## config.mk

```make
export PLATFORM = sky130hd
export DESIGN_NAME = dbg_halt_ctrl
export DESIGN_NICKNAME = d
export VERILOG_FILES = /design/src/rtl/dbgh_pkg.sv /design/src/rtl/dbgh_sync.sv /design/src/rtl/dbgh_entry_sample.sv /design/src/rtl/dbgh_brk_filter.sv /design/src/rtl/dbg_halt_ctrl.sv
export SDC_FILE = /design/constraint.sdc
export NUM_CORES = 1
export LEC_CHECK = 0
export CORE_AREA = 8 8 45 47
export CTS_CLUSTER_SIZE = 20
export DETAILED_ROUTE_END_ITERATION = 8
export DIE_AREA = 0 0 53 55
export GPL_ROUTABILITY_DRIVEN = 0
export PLACE_DENSITY = 0.55
export SLEW_MARGIN = 10
export SYNTH_ARGS = -nofsm -noshare
export SYNTH_HDL_FRONTEND = slang
export SYNTH_HIERARCHICAL = 1
export SYNTH_SLANG_ARGS = --single-unit
```

## constraint.sdc

```tcl
create_clock -name clk_i -period 1.4 [get_ports clk_i]
set_input_delay 0.21 -clock clk_i [delete_from_list [all_inputs] [get_ports clk_i]]
set_output_delay 0.21 -clock clk_i [all_outputs]
set_load 0.02 [all_outputs]
```

## src/rtl/dbgh_pkg.sv

```systemverilog
package dbgh_pkg;
  localparam int OP_W = 8;
  localparam logic [OP_W-1:0] BRK_OPCODE = '0;

  typedef enum logic {
    MODE_RUN  = 1'b0,
    MODE_HALT = 1'b1
  } mode_e;

  function automatic logic is_break_op(input logic valid, input logic [OP_W-1:0] op);
    return valid && (op == BRK_OPCODE);
  endfunction
endpackage

```

## src/rtl/dbgh_sync.sv

```systemverilog
module dbgh_sync #(
  parameter int STAGES = 2
) (
  input  logic clk_i,
  input  logic d_i,
  output logic q_o
);
  generate
    if (STAGES <= 1) begin : g_single
      logic s_q;
      always_ff @(posedge clk_i) s_q <= d_i;
      assign q_o = s_q;
    end else begin : g_chain
      logic [STAGES-1:0] chain_q;
      always_ff @(posedge clk_i) chain_q <= {chain_q[STAGES-2:0], d_i};
      assign q_o = chain_q[STAGES-1];
    end
  endgenerate
endmodule

```

## src/rtl/dbgh_entry_sample.sv

```systemverilog
module dbgh_entry_sample (
  input  logic clk_i,
  input  logic rst_ni,
  input  logic pin_sync_i,
  output logic pin_entry_o
);
  logic armed_q;

  always_ff @(posedge clk_i or negedge rst_ni) begin
    if (!rst_ni) armed_q <= 1'b1;
    else         armed_q <= 1'b0;
  end

  assign pin_entry_o = armed_q & ~pin_sync_i;


  armed_once_chk: assert property (@(posedge clk_i) disable iff (!rst_ni)
    !armed_q |=> !armed_q);


  entry_only_armed_chk: assert property (@(posedge clk_i) disable iff (!rst_ni)
    !armed_q |-> !pin_entry_o);
endmodule

```

## src/rtl/dbgh_brk_filter.sv

```systemverilog
module dbgh_brk_filter
  import dbgh_pkg::*;
(
  input  logic            clk_i,
  input  logic            rst_ni,
  input  logic            op_valid_i,
  input  logic [OP_W-1:0] op_code_i,
  input  logic            bpen_we_i,
  input  logic            bpen_d_i,
  output logic            brk_fire_o,
  output logic            brk_nop_o
);
  logic bpen_q;
  logic is_brk;

  always_ff @(posedge clk_i or negedge rst_ni) begin
    if (!rst_ni)        bpen_q <= 1'b0;
    else if (bpen_we_i) bpen_q <= bpen_d_i;
  end

  assign is_brk     = is_break_op(op_valid_i, op_code_i);
  assign brk_fire_o = is_brk & bpen_q;
  assign brk_nop_o  = is_brk & ~bpen_q;


  fire_nop_excl_chk: assert property (@(posedge clk_i) disable iff (!rst_ni)
    !(brk_fire_o && brk_nop_o));


  bpen_write_chk: assert property (@(posedge clk_i) disable iff (!rst_ni)
    bpen_we_i |=> (bpen_q == $past(bpen_d_i)));
endmodule

```

## src/rtl/dbg_halt_ctrl.sv

```systemverilog
module dbg_halt_ctrl
  import dbgh_pkg::*;
#(
  parameter int SYNC_STAGES = 2
) (
  input  logic            clk_i,
  input  logic            rst_ni,
  input  logic            dbg_pin_i,
  input  logic            op_valid_i,
  input  logic [OP_W-1:0] op_code_i,
  input  logic            bpen_we_i,
  input  logic            bpen_d_i,
  input  logic            resume_i,
  input  logic            exec_req_i,
  output logic            halt_o,
  output logic            dbg_mode_o,
  output logic            brk_nop_o,
  output logic            exec_go_o
);
  logic  pin_sync;
  logic  pin_entry;
  logic  brk_fire;
  logic  brk_nop;
  mode_e mode_q, mode_d;
  logic  exec_go_q;
  logic  exec_go_d;
  logic  in_halt;

  dbgh_sync #(.STAGES(SYNC_STAGES)) u_sync (
    .clk_i (clk_i),
    .d_i   (dbg_pin_i),
    .q_o   (pin_sync)
  );

  dbgh_entry_sample u_entry (
    .clk_i       (clk_i),
    .rst_ni      (rst_ni),
    .pin_sync_i  (pin_sync),
    .pin_entry_o (pin_entry)
  );

  dbgh_brk_filter u_brk (
    .clk_i      (clk_i),
    .rst_ni     (rst_ni),
    .op_valid_i (op_valid_i),
    .op_code_i  (op_code_i),
    .bpen_we_i  (bpen_we_i),
    .bpen_d_i   (bpen_d_i),
    .brk_fire_o (brk_fire),
    .brk_nop_o  (brk_nop)
  );

  assign in_halt = (mode_q == MODE_HALT);

  always_comb begin
    mode_d = mode_q;
    unique case (mode_q)
      MODE_RUN:  if (pin_entry || brk_fire) mode_d = MODE_HALT;
      MODE_HALT: if (resume_i)              mode_d = MODE_RUN;
      default:                              mode_d = MODE_RUN;
    endcase
  end

  assign exec_go_d = in_halt & ~resume_i & exec_req_i & ~exec_go_q;

  always_ff @(posedge clk_i or negedge rst_ni) begin
    if (!rst_ni) begin
      mode_q    <= MODE_RUN;
      exec_go_q <= 1'b0;
    end else begin
      mode_q    <= mode_d;
      exec_go_q <= exec_go_d;
    end
  end

  assign dbg_mode_o = in_halt;
  assign halt_o     = in_halt;
  assign brk_nop_o  = brk_nop;
  assign exec_go_o  = exec_go_q;


  pin_enter_chk: assert property (@(posedge clk_i) disable iff (!rst_ni)
    pin_entry |=> in_halt);


  brk_enter_chk: assert property (@(posedge clk_i) disable iff (!rst_ni)
    (!in_halt && brk_fire) |=> in_halt);


  nop_stay_chk: assert property (@(posedge clk_i) disable iff (!rst_ni)
    (!in_halt && brk_nop && !pin_entry) |=> !in_halt);


  halt_hold_chk: assert property (@(posedge clk_i) disable iff (!rst_ni)
    (in_halt && !resume_i) |=> in_halt);


  resume_chk: assert property (@(posedge clk_i) disable iff (!rst_ni)
    (in_halt && resume_i) |=> !in_halt);


  exec_in_halt_chk: assert property (@(posedge clk_i) disable iff (!rst_ni)
    exec_go_q |-> in_halt);


  exec_single_chk: assert property (@(posedge clk_i) disable iff (!rst_ni)
    exec_go_q |=> !exec_go_q);
endmodule

```

==> impl_metrics.yaml, run 1 <==
final_layout:
  stdcell_count: 58
  diodes: 0
  fin_nets: 59
  fillCellCount: 140
  drive_gt1_share_pct: 31.0
  area_growth_pct: 107
  final_cell_area_sq_um: 497
pwr:
  powerDensity_nw_per_um2: 1010
  ir_worst_vdd_mv: 0.360
  power_leakage_uw: 0.000222
die:
  io_pins: 20
  start_util_pct: 17.4
  die-area_sq_um: 2920
  die_h_microns: 55
  die_w_microns: 53
  fp.coreArea_sq_um: 1380
  num_rows: 14
place:
  dp.cells: 52
  io_buffer_count: 19
  hpwlAfterDp_microns: 652
  place_area_sq_um: 458
clocking:
  clk_pin_slew_ns: 0.05
  root_buffer: "clkbuf_4"
  cts_buffers: 3
  hold_buffers: 0
  htree_num_levels: 1
  cts_tree: "built"
  clk_path_buf_depth: 2
  cts.sinks: 6
  clock_latency_ns: 0.25
synth:
  syn_avg_cell_area_sq_um: 13.3
  ys_ff_latch: 6
  syn_inst: 18
  yosysSeqAreaShare_pct: 58.9
  synth_nets: 34
  syn_area_sq_um: 240
  synthDistinctLibCells: 13
  yosysWarnings: 6
global_route:
  grt_pass1_vias: 245
  grt_max_degree: 6
  grt_pass1_wl_mm: 1.21
  grtUsageTotal_pct: 6.20
  antenna_found_initial: 0
  grt.overflow.total: 0
sta:
  final.setup_skew_ns: 0.00405
  final_hold_viol_count: 0
  timing.fmax_mhz: 638
  setup_ws_ns: -0.167
  rsz0062_at_grt: "yes"
  slew_viol_final: 0
  final-setup-viol-count: 2
  fin_crit_ns: 1.57
  final.period_utilization_pct: 112
drt:
  routed_wl_microns: 808
  avgViaCountPerCell: 4.19
  post_drt_wl_per_cell_microns: 13.9
  drt-initial-drc-count: 1
  antenna_left: 0
  via_count: 243
  firstDrtPassIters: 2
  drc: 0
worst_setup_path:
  crit_path_end: "brk_nop_o"
  path_class: "reg -> out"
  critPathMaxFanout: 2
  start_kind: "flip-flop"
  worstReg2RegEnd: "dbg_mode_o"
  ff2ff_path_depth: 6
  reg2reg_from: "u_brk/bpen_q"
  cp.required_ns: 1.19
  startpoint: "u_brk/bpen_q"
  crit_arrival_ns: 1.36
  rrSetupSlack_ns: -0.07
  cp-end-kind: "primary output"
run_status:
  violations: "setup timing"
  status: "finished with violations"
hold_path:
  min_path_type: "in -> async"
flow_run:
  drv_cap: 0
cell usage in the layout, fill, tap and decap left out, drive strengths merged:
master | netlist | layout
dlygate4sd2 | 0 | 8
clkdlybuf4s50 | 0 | 8
clkbuf | 0 | 4
dfrtp | 3 | 3
buf | 1 | 3
dfxtp | 2 | 2
or4b | 2 | 2
nor4 | 2 | 2
nor3 | 1 | 1
a21oi | 1 | 1
and4bb | 1 | 1
dlymetal6s2s | 0 | 1
clkdlybuf4s15 | 0 | 1
or4 | 1 | 1
mux2 | 1 | 1
nor2b | 1 | 1
dfstp | 1 | 1
conb | 1 | 1
layer usage:
layer | up-vias | part of all wire (%) | GRT usage [%]
met5 | - | 0 | 0
met4 | 0 | 1.1 | 3.88
met3 | 2 | 24 | 7.49
met2 | 22 | 37 | 7.81
met1 | 105 | 38 | 5.54
li1 | 114 | - | -
worst max-delay path, cell delays in order (launching register included):
cell and delay, ns:
dfrtp_1 0.37, or4_4 0.43, nor4_4 0.13, buf_4 0.18
cell type report:
cell class                      instances  area (sq um)  share of cell area [%]
Clock buffer                            4          26.3                    5.29
Multi-Input combinational cell         11           114                    22.9
Sequential cell                         6           141                    28.5
Tap cell                               16          20.0                    4.03
Timing Repair Buffer                   21           195                    39.3
flip-flops by register name (all words and copies together) (netlist names):
register and count:
u_entry/armed_q 1, u_sync/g_chain.chain_q 2, u_brk/bpen_q 1, dbg_mode_o 1, exec_go_o 1
logic make-up (layout without fill, tap and decap cells):
| group | count (synthesis) | count (layout) | share of synthesized area, % |
|---|---|---|---|
| flip-flops | 6 | 6 | 58.9 |
| multiplexers | 1 | 1 | 4.69 |
| buffers and inverters | 1 | 25 | 3.13 |
| AND/OR/NAND/NOR | 8 | 8 | 29.7 |
| other | 1 | 1 | 1.56 |
| AO/OA/AOI/OAI | 1 | 1 | 2.08 |
what timing repair did:
item | in CTS | in global routing
cloned | 0 | 0
buffers inserted | 1 | 1
setup endpoints to repair | 5 | 2
gates resized for setup | 16 | 2
pin swaps | 3 | 2
endpoints found under the hold margin | 0 | 0
synthesized netlist by cell type:
cell type / n / area, sq um
conb_1: 1 / 3.75
nor2b_4: 1 / 13.8
or4_1: 1 / 7.51
nor3_1: 1 / 5.00
or4b_1: 2 / 20.0
dfxtp_1: 2 / 40.0
dfrtp_1: 3 / 75.1
dfstp_2: 1 / 26.3
buf_4: 1 / 7.51
nor4_1: 2 / 12.5
and4bb_2: 1 / 12.5
mux2_2: 1 / 11.3
a21oi_1: 1 / 5.00
power breakdown:
group          total [uW]  switching (uW)  internal [uW]
clock                 173            65.1            108
sequential            205            13.2            192
combinational         122            53.0           69.5
stage by stage:
| step | hold WS (ns) | worst slack (ns) | TNS (ns) | util [%] | power, uW |
|---|---|---|---|---|---|
| global placement | 0.311 | -0.856 | -1.23 | 33.1 | 337 |
| finish | 0.164 | -0.167 | -0.237 | 35.9 | 501 |
| global route | 0.170 | -0.228 | -0.435 | 35.9 | 531 |
| floorplan | -0.0856 | 0.0360 | 0 | - | 260 |
| detailed placement | 0.317 | -0.879 | -1.28 | 33.1 | 339 |
| CTS | 0.160 | -0.266 | -0.313 | 35.1 | 506 |
worst min-delay path by stage:
stage | startpoint | to | slack, ns | depth (start not counted)
3_5_place_dp | u_sync/g_chain.chain_q[0] | u_sync/g_chain.chain_q[1] | 0.32 | 0
3_3_place_gp | u_sync/g_chain.chain_q[0] | u_sync/g_chain.chain_q[1] | 0.31 | 0
4_1_cts | rst_ni | u_brk/bpen_q | 0.16 | 1
5_1_grt | rst_ni | dbg_mode_o | 0.17 | 1
6_report | rst_ni | u_brk/bpen_q | 0.16 | 1
2_1_floorplan | rst_ni | dbg_mode_o | -0.09 | 0
No activity file was read; power rests on OpenSTA's default activity.
==> run 2: changes to the inputs <==
--- a/config.mk
+++ b/config.mk
@@ -10,9 +10,9 @@
 export DETAILED_ROUTE_END_ITERATION = 8
 export DIE_AREA = 0 0 53 55
 export GPL_ROUTABILITY_DRIVEN = 0
-export PLACE_DENSITY = 0.55
+export PLACE_DENSITY = 0.54
+export SKIP_LAST_GASP = 1
 export SLEW_MARGIN = 10
 export SYNTH_ARGS = -nofsm -noshare
 export SYNTH_HDL_FRONTEND = slang
-export SYNTH_HIERARCHICAL = 1
 export SYNTH_SLANG_ARGS = --single-unit
==> impl_metrics.yaml, run 2 <==
worst_setup_path:
  cp.required_ns: 1.19
  path_cells: "clkdlybuf4s50_1 > nor2_2 > and4bb_2 > buf_6"
  cp_slowest_cell: "clkdlybuf4s50_1"
  cp-end-kind: "primary output"
  rrSetupSlack_ns: 0.52
  start_kind: "input port"
  critPathMaxFanout: 2
  cp_slowest_stage_delay_ns: 0.41
  path_buf_inv: 2
  ff2ff_path_depth: 3
  crit_family: "buffers and inverters"
  path_class: "in -> out"
  reg2reg_from: "dbg_mode_o"
  startpoint: "op_code_i[7]"
  crit_arrival_ns: 1.12
  worstReg2RegEnd: "dbg_mode_o"
synth:
  synth_area_leaders: "dfrtp_1 (32%), dfxtp_1 (17%), dfstp_2 (11%)"
  synth_top_cell_by_area: "dfrtp_1"
  syn_inst: 20
  synth_flop_cell: "dfrtp_1"
  yosysSeqAreaShare_pct: 61.1
  synthDistinctLibCells: 15
  yosysWarnings: 0
  ys_ff_latch: 6
  syn_avg_cell_area_sq_um: 11.6
  synthTopCellsByCount: "dfrtp_1 (3), nor2_1 (3), dfxtp_1 (2)"
  synth_nets: 36
  synth-async-reset-ratio_pct: 66.7
  synth_edf_count: 0
  syn_area_sq_um: 231
  synth_top_cell_area_share_pct: 32.4
die:
  die_h_microns: 55
  io_pins: 20
  die-area_sq_um: 2920
  fp.coreArea_sq_um: 1380
  start_util_pct: 16.7
  die_w_microns: 53
  num_rows: 14
final_layout:
  drive_gt1_share_pct: 31.1
  layout_commonest_cell: "clkdlybuf4s50_1"
  final_cell_area_sq_um: 487
  largest_register: "u_sync.g_chain.chain_q"
  area_growth_pct: 110
  post-route-util_pct: 35.2
  fin_nets: 62
  largest_reg_flops: 2
  diodes: 0
place:
  io_buffer_count: 19
  post-place-ws_ns: -0.706
  hpwlAfterDp_microns: 599
  place_area_sq_um: 457
drt:
  firstDrtPassIters: 2
  routed_wl_microns: 730
  antenna_left: 0
  via_count: 237
  post_drt_wl_per_cell_microns: 12.0
  drc: 0
  drt-initial-drc-count: 3
  avgViaCountPerCell: 3.89
pwr:
  p_int_uw: 348
  power.switching_uw: 93.7
  clkPwrFrac_pct: 37.3
  seq_power_share_pct: 43.5
  finalPower_uw: 442
  comb_power_share_pct: 19.3
  netSwitchingFraction_pct: 21.2
  powerDensity_nw_per_um2: 908
  ir_worst_vdd_mv: 0.315
  power_leakage_uw: 0.000244
clocking:
  hold_buffers: 0
  clk_pin_slew_ns: 0.05
  root_buffer: "clkbuf_4"
  cts_tree: "built"
  cts.sinks: 6
  postCtsSetupRepairBufs: 0
  clock_latency_ns: 0.24
  cts_buffers: 3
  clk_path_buf_depth: 2
  htree_num_levels: 1
global_route:
  grtUsageTotal_pct: 5.65
  grt_pass1_wl_mm: 1.19
  grt.overflow.total: 0
  grt_max_degree: 6
  antenna_found_initial: 0
  grt_pass1_vias: 258
flow_run:
  drv_cap: 0
sta:
  slew_viol_final: 0
  final-setup-viol-count: 0
  rsz0062_at_grt: "no"
  final_hold_viol_count: 0
  fin_crit_ns: 1.33
  fin_hold_ws_ns: 0.168
  final.setup_skew_ns: 0.00742
  final.period_utilization_pct: 95.0
  timing.fmax_mhz: 752
  setup_ws_ns: 0.0699
run_status:
  status: "completed"
hold_path:
  min_path_type: "in -> async"
## run 2: cell count changes after synthesis
cell	change
nor2b_4	-1
nand2_1	+1
or4b_1	-2
nor2b_1	+1
nor2_1	+3
or4_1	-1
and3b_1	+1
nor3_1	-1
nand4b_1	+1
nor4_1	-1
o21ai_0	+1
## run 2: how the worst max path moves through the flow
| stage | to | cells after the start |
|---|---|---|
| floorplan | brk_nop_o | 3 |
| global placement | brk_nop_o | 5 |
| detailed placement | brk_nop_o | 5 |
| CTS | brk_nop_o | 5 |
| global route | brk_nop_o | 5 |
| finish | brk_nop_o | 4 |
## run 2: stage by stage
stage          instances  setup TNS [ns]
2_1_floorplan         20               0
3_3_place_gp          57          -0.695
3_5_place_dp          57          -0.706
4_1_cts               61         -0.0534
5_1_grt               61               0
6_report              61               0
## run 2: kinds of logic after synthesis
| group | synth area share [%] |
|---|---|
| multiplexers | 4.86 |
| other | 1.62 |
| AO/OA/AOI/OAI | 4.32 |
| flip-flops | 61.1 |
| AND/OR/NAND/NOR | 24.9 |
| buffers and inverters | 3.24 |
## run 2: power by group through the flow
stage	logic [uW]	registers, uW	clock network, uW
after floorplan	23.3	200	0
after global placement	93.8	195	0
after detailed placement	94.0	195	0
after CTS	85.7	193	176
after global routing	93.7	193	195
final	85.1	192	165
## run 2: metal layers
layer | up-vias | share of wire (%) | global-route usage (%)
met5 | - | 0 | 0
met4 | 0 | 0 | 3.88
met3 | 0 | 23 | 4.81
met2 | 20 | 34 | 7.23
met1 | 98 | 43 | 5.98
li1 | 119 | - | -
## run 2: final cells by class
class	count	area, sq um
Fill cell	147	897
Timing Repair Buffer	22	208
Sequential cell	6	141
Multi-Input combinational cell	13	91.3
Clock buffer	4	26.3
Tap cell	16	20.0
## run 2: repair_timing
item                                   4_1_cts  5_1_grt
cloned                                       0        0
endpoints found under the hold margin        0        0
pin swaps                                    3        4
setup endpoints to repair                    3        2
gates resized for setup                     12       10
==> run 3: changes to the inputs <==
--- a/config.mk
+++ b/config.mk
@@ -11,6 +11,7 @@
 export DIE_AREA = 0 0 53 55
 export GPL_ROUTABILITY_DRIVEN = 0
 export PLACE_DENSITY = 0.54
+export SKIP_CTS_REPAIR_TIMING = 1
 export SKIP_LAST_GASP = 1
 export SLEW_MARGIN = 10
 export SYNTH_ARGS = -nofsm -noshare
==> impl_metrics.yaml, run 3 (synthesis results as in run 2) <==
drt:
  avgViaCountPerCell: 3.89
  post_drt_wl_per_cell_microns: 12.6
  via_count: 237
  firstDrtPassIters: 2
  drc: 0
  antenna_left: 0
  drt-initial-drc-count: 3
  routed_wl_microns: 766
sta:
  final-setup-viol-count: 1
  setup_ws_ns: -0.0185
  slew_viol_final: 0
  final_hold_viol_count: 0
  timing.fmax_mhz: 705
  tns_ns: -0.0185
  fin_crit_ns: 1.42
  fin_hold_ws_ns: 0.168
  final.period_utilization_pct: 101
  final.setup_skew_ns: 0.00742
  rsz0062_at_grt: "yes"
final_layout:
  regArea_sq_um: 141
  fin_nets: 62
  largest_register: "u_sync.g_chain.chain_q"
  largest_reg_flops: 2
  final_cell_area_sq_um: 508
  drive_gt1_share_pct: 24.4
  final_cell_mix: "clkdlybuf4s50_1 (11), dlymetal6s2s_1 (7)"
  area_growth_pct: 119
  fillCellCount: 136
  diodes: 0
  multiInputGateArea_sq_um: 88.8
  layout_commonest_cell: "clkdlybuf4s50_1"
  post-route-util_pct: 36.7
global_route:
  gr-usage-met1_pct: 5.52
  grt_pass1_wl_mm: 1.15
  grtUsageMet3_pct: 4.81
  antenna_found_initial: 0
  grtUsageTotal_pct: 5.48
  grt_max_degree: 6
  use_met2_pct: 7.23
  grt_pass1_vias: 251
  grt.overflow.total: 0
  grt_busiest_layer: "met2"
die:
  start_util_pct: 16.7
  die-area_sq_um: 2920
  io_pins: 20
  num_rows: 14
  die_h_microns: 55
  die_w_microns: 53
  fp.coreArea_sq_um: 1380
flow_run:
  drv_cap: 0
pwr:
  clkPwrFrac_pct: 36.8
  comb_power_share_pct: 20.4
  ir_worst_vdd_mv: 0.317
  finalPower_uw: 449
  power_leakage_uw: 0.000280
  netSwitchingFraction_pct: 20.8
  power.switching_uw: 93.4
  powerDensity_nw_per_um2: 883
  seq_power_share_pct: 42.9
  p_int_uw: 355
clocking:
  clock_latency_ns: 0.24
  htree_num_levels: 1
  cts.sinks: 6
  root_buffer: "clkbuf_4"
  cts_tree: "built"
  clk_pin_slew_ns: 0.05
  cts_buffers: 3
  clk_path_buf_depth: 2
worst_setup_path:
  rrSetupSlack_ns: 0.52
  start_kind: "input port"
  critPathMaxFanout: 2
  cp.required_ns: 1.19
  crit_arrival_ns: 1.21
  path_class: "in -> out"
  reg2reg_from: "dbg_mode_o"
  worstReg2RegEnd: "dbg_mode_o"
  ff2ff_path_depth: 3
  cp-end-kind: "primary output"
run_status:
  status: "finished with violations"
  violations: "setup timing"
hold_path:
  min_path_type: "in -> async"
place:
  hpwlAfterDp_microns: 599
  io_buffer_count: 19
  place_area_sq_um: 457
==> run 3: cell types whose count changed in the layout (fill, tap and decap cells not counted), sizes merged <==
cell	previous run	this run
clkdlybuf4s50	9	11
dlymetal6s2s	3	7
dlygate4sd2	3	0
clkdlybuf4s15	1	0
clkbuf	6	4
==> run 3: power by group through the flow <==
stage / Sequential (uW) / Combinational [uW] / Clock [uW]
after global placement: 195 / 93.8 / 0
after detailed placement: 195 / 94.0 / 0
final: 192 / 91.4 / 165
after floorplan: 200 / 23.3 / 0
after global routing: 194 / 100 / 195
after CTS: 193 / 94.4 / 176
==> run 3: how the worst max path moves through the flow <==
stage | from | endpoint | slack [ns] | depth (start not counted)
final | op_code_i[3] | brk_nop_o | -0.02 | 5
after global routing | op_code_i[3] | brk_nop_o | -0.09 | 5
after CTS | op_code_i[5] | brk_nop_o | -0.70 | 5
after detailed placement | op_code_i[5] | brk_nop_o | -0.71 | 5
after global placement | op_code_i[4] | brk_nop_o | -0.70 | 5
after floorplan | op_code_i[5] | brk_nop_o | 0.29 | 3
==> run 3: area by class of cell <==
class / count / area share [%]
timing repair buffer: 22 / 45.6
tap: 16 / 3.94
multi-input combinational: 13 / 17.5
sequential: 6 / 27.8
clock buffer: 4 / 5.17
==> run 3: worst max-delay path: stages <==
cell             delay (ns)
clkdlybuf4s50_1        0.39
nor2_1                 0.10
nand2_1                0.08
and4bb_2               0.31
buf_6                  0.12
==> run 3: metal layers <==
layer  part of all wire [%]  vias to the layer above
met5                      0                        -
met4                      0                        0
met3                     17                        0
met1                     46                       98
met2                     37                       20
li1                       -                      119
==> run 3: stage by stage <==
step,std cells,setup WS (ns)
after floorplan,20,0.292
after global placement,57,-0.695
after detailed placement,57,-0.706
after CTS,61,-0.702
after global routing,61,-0.0946
final,61,-0.0185
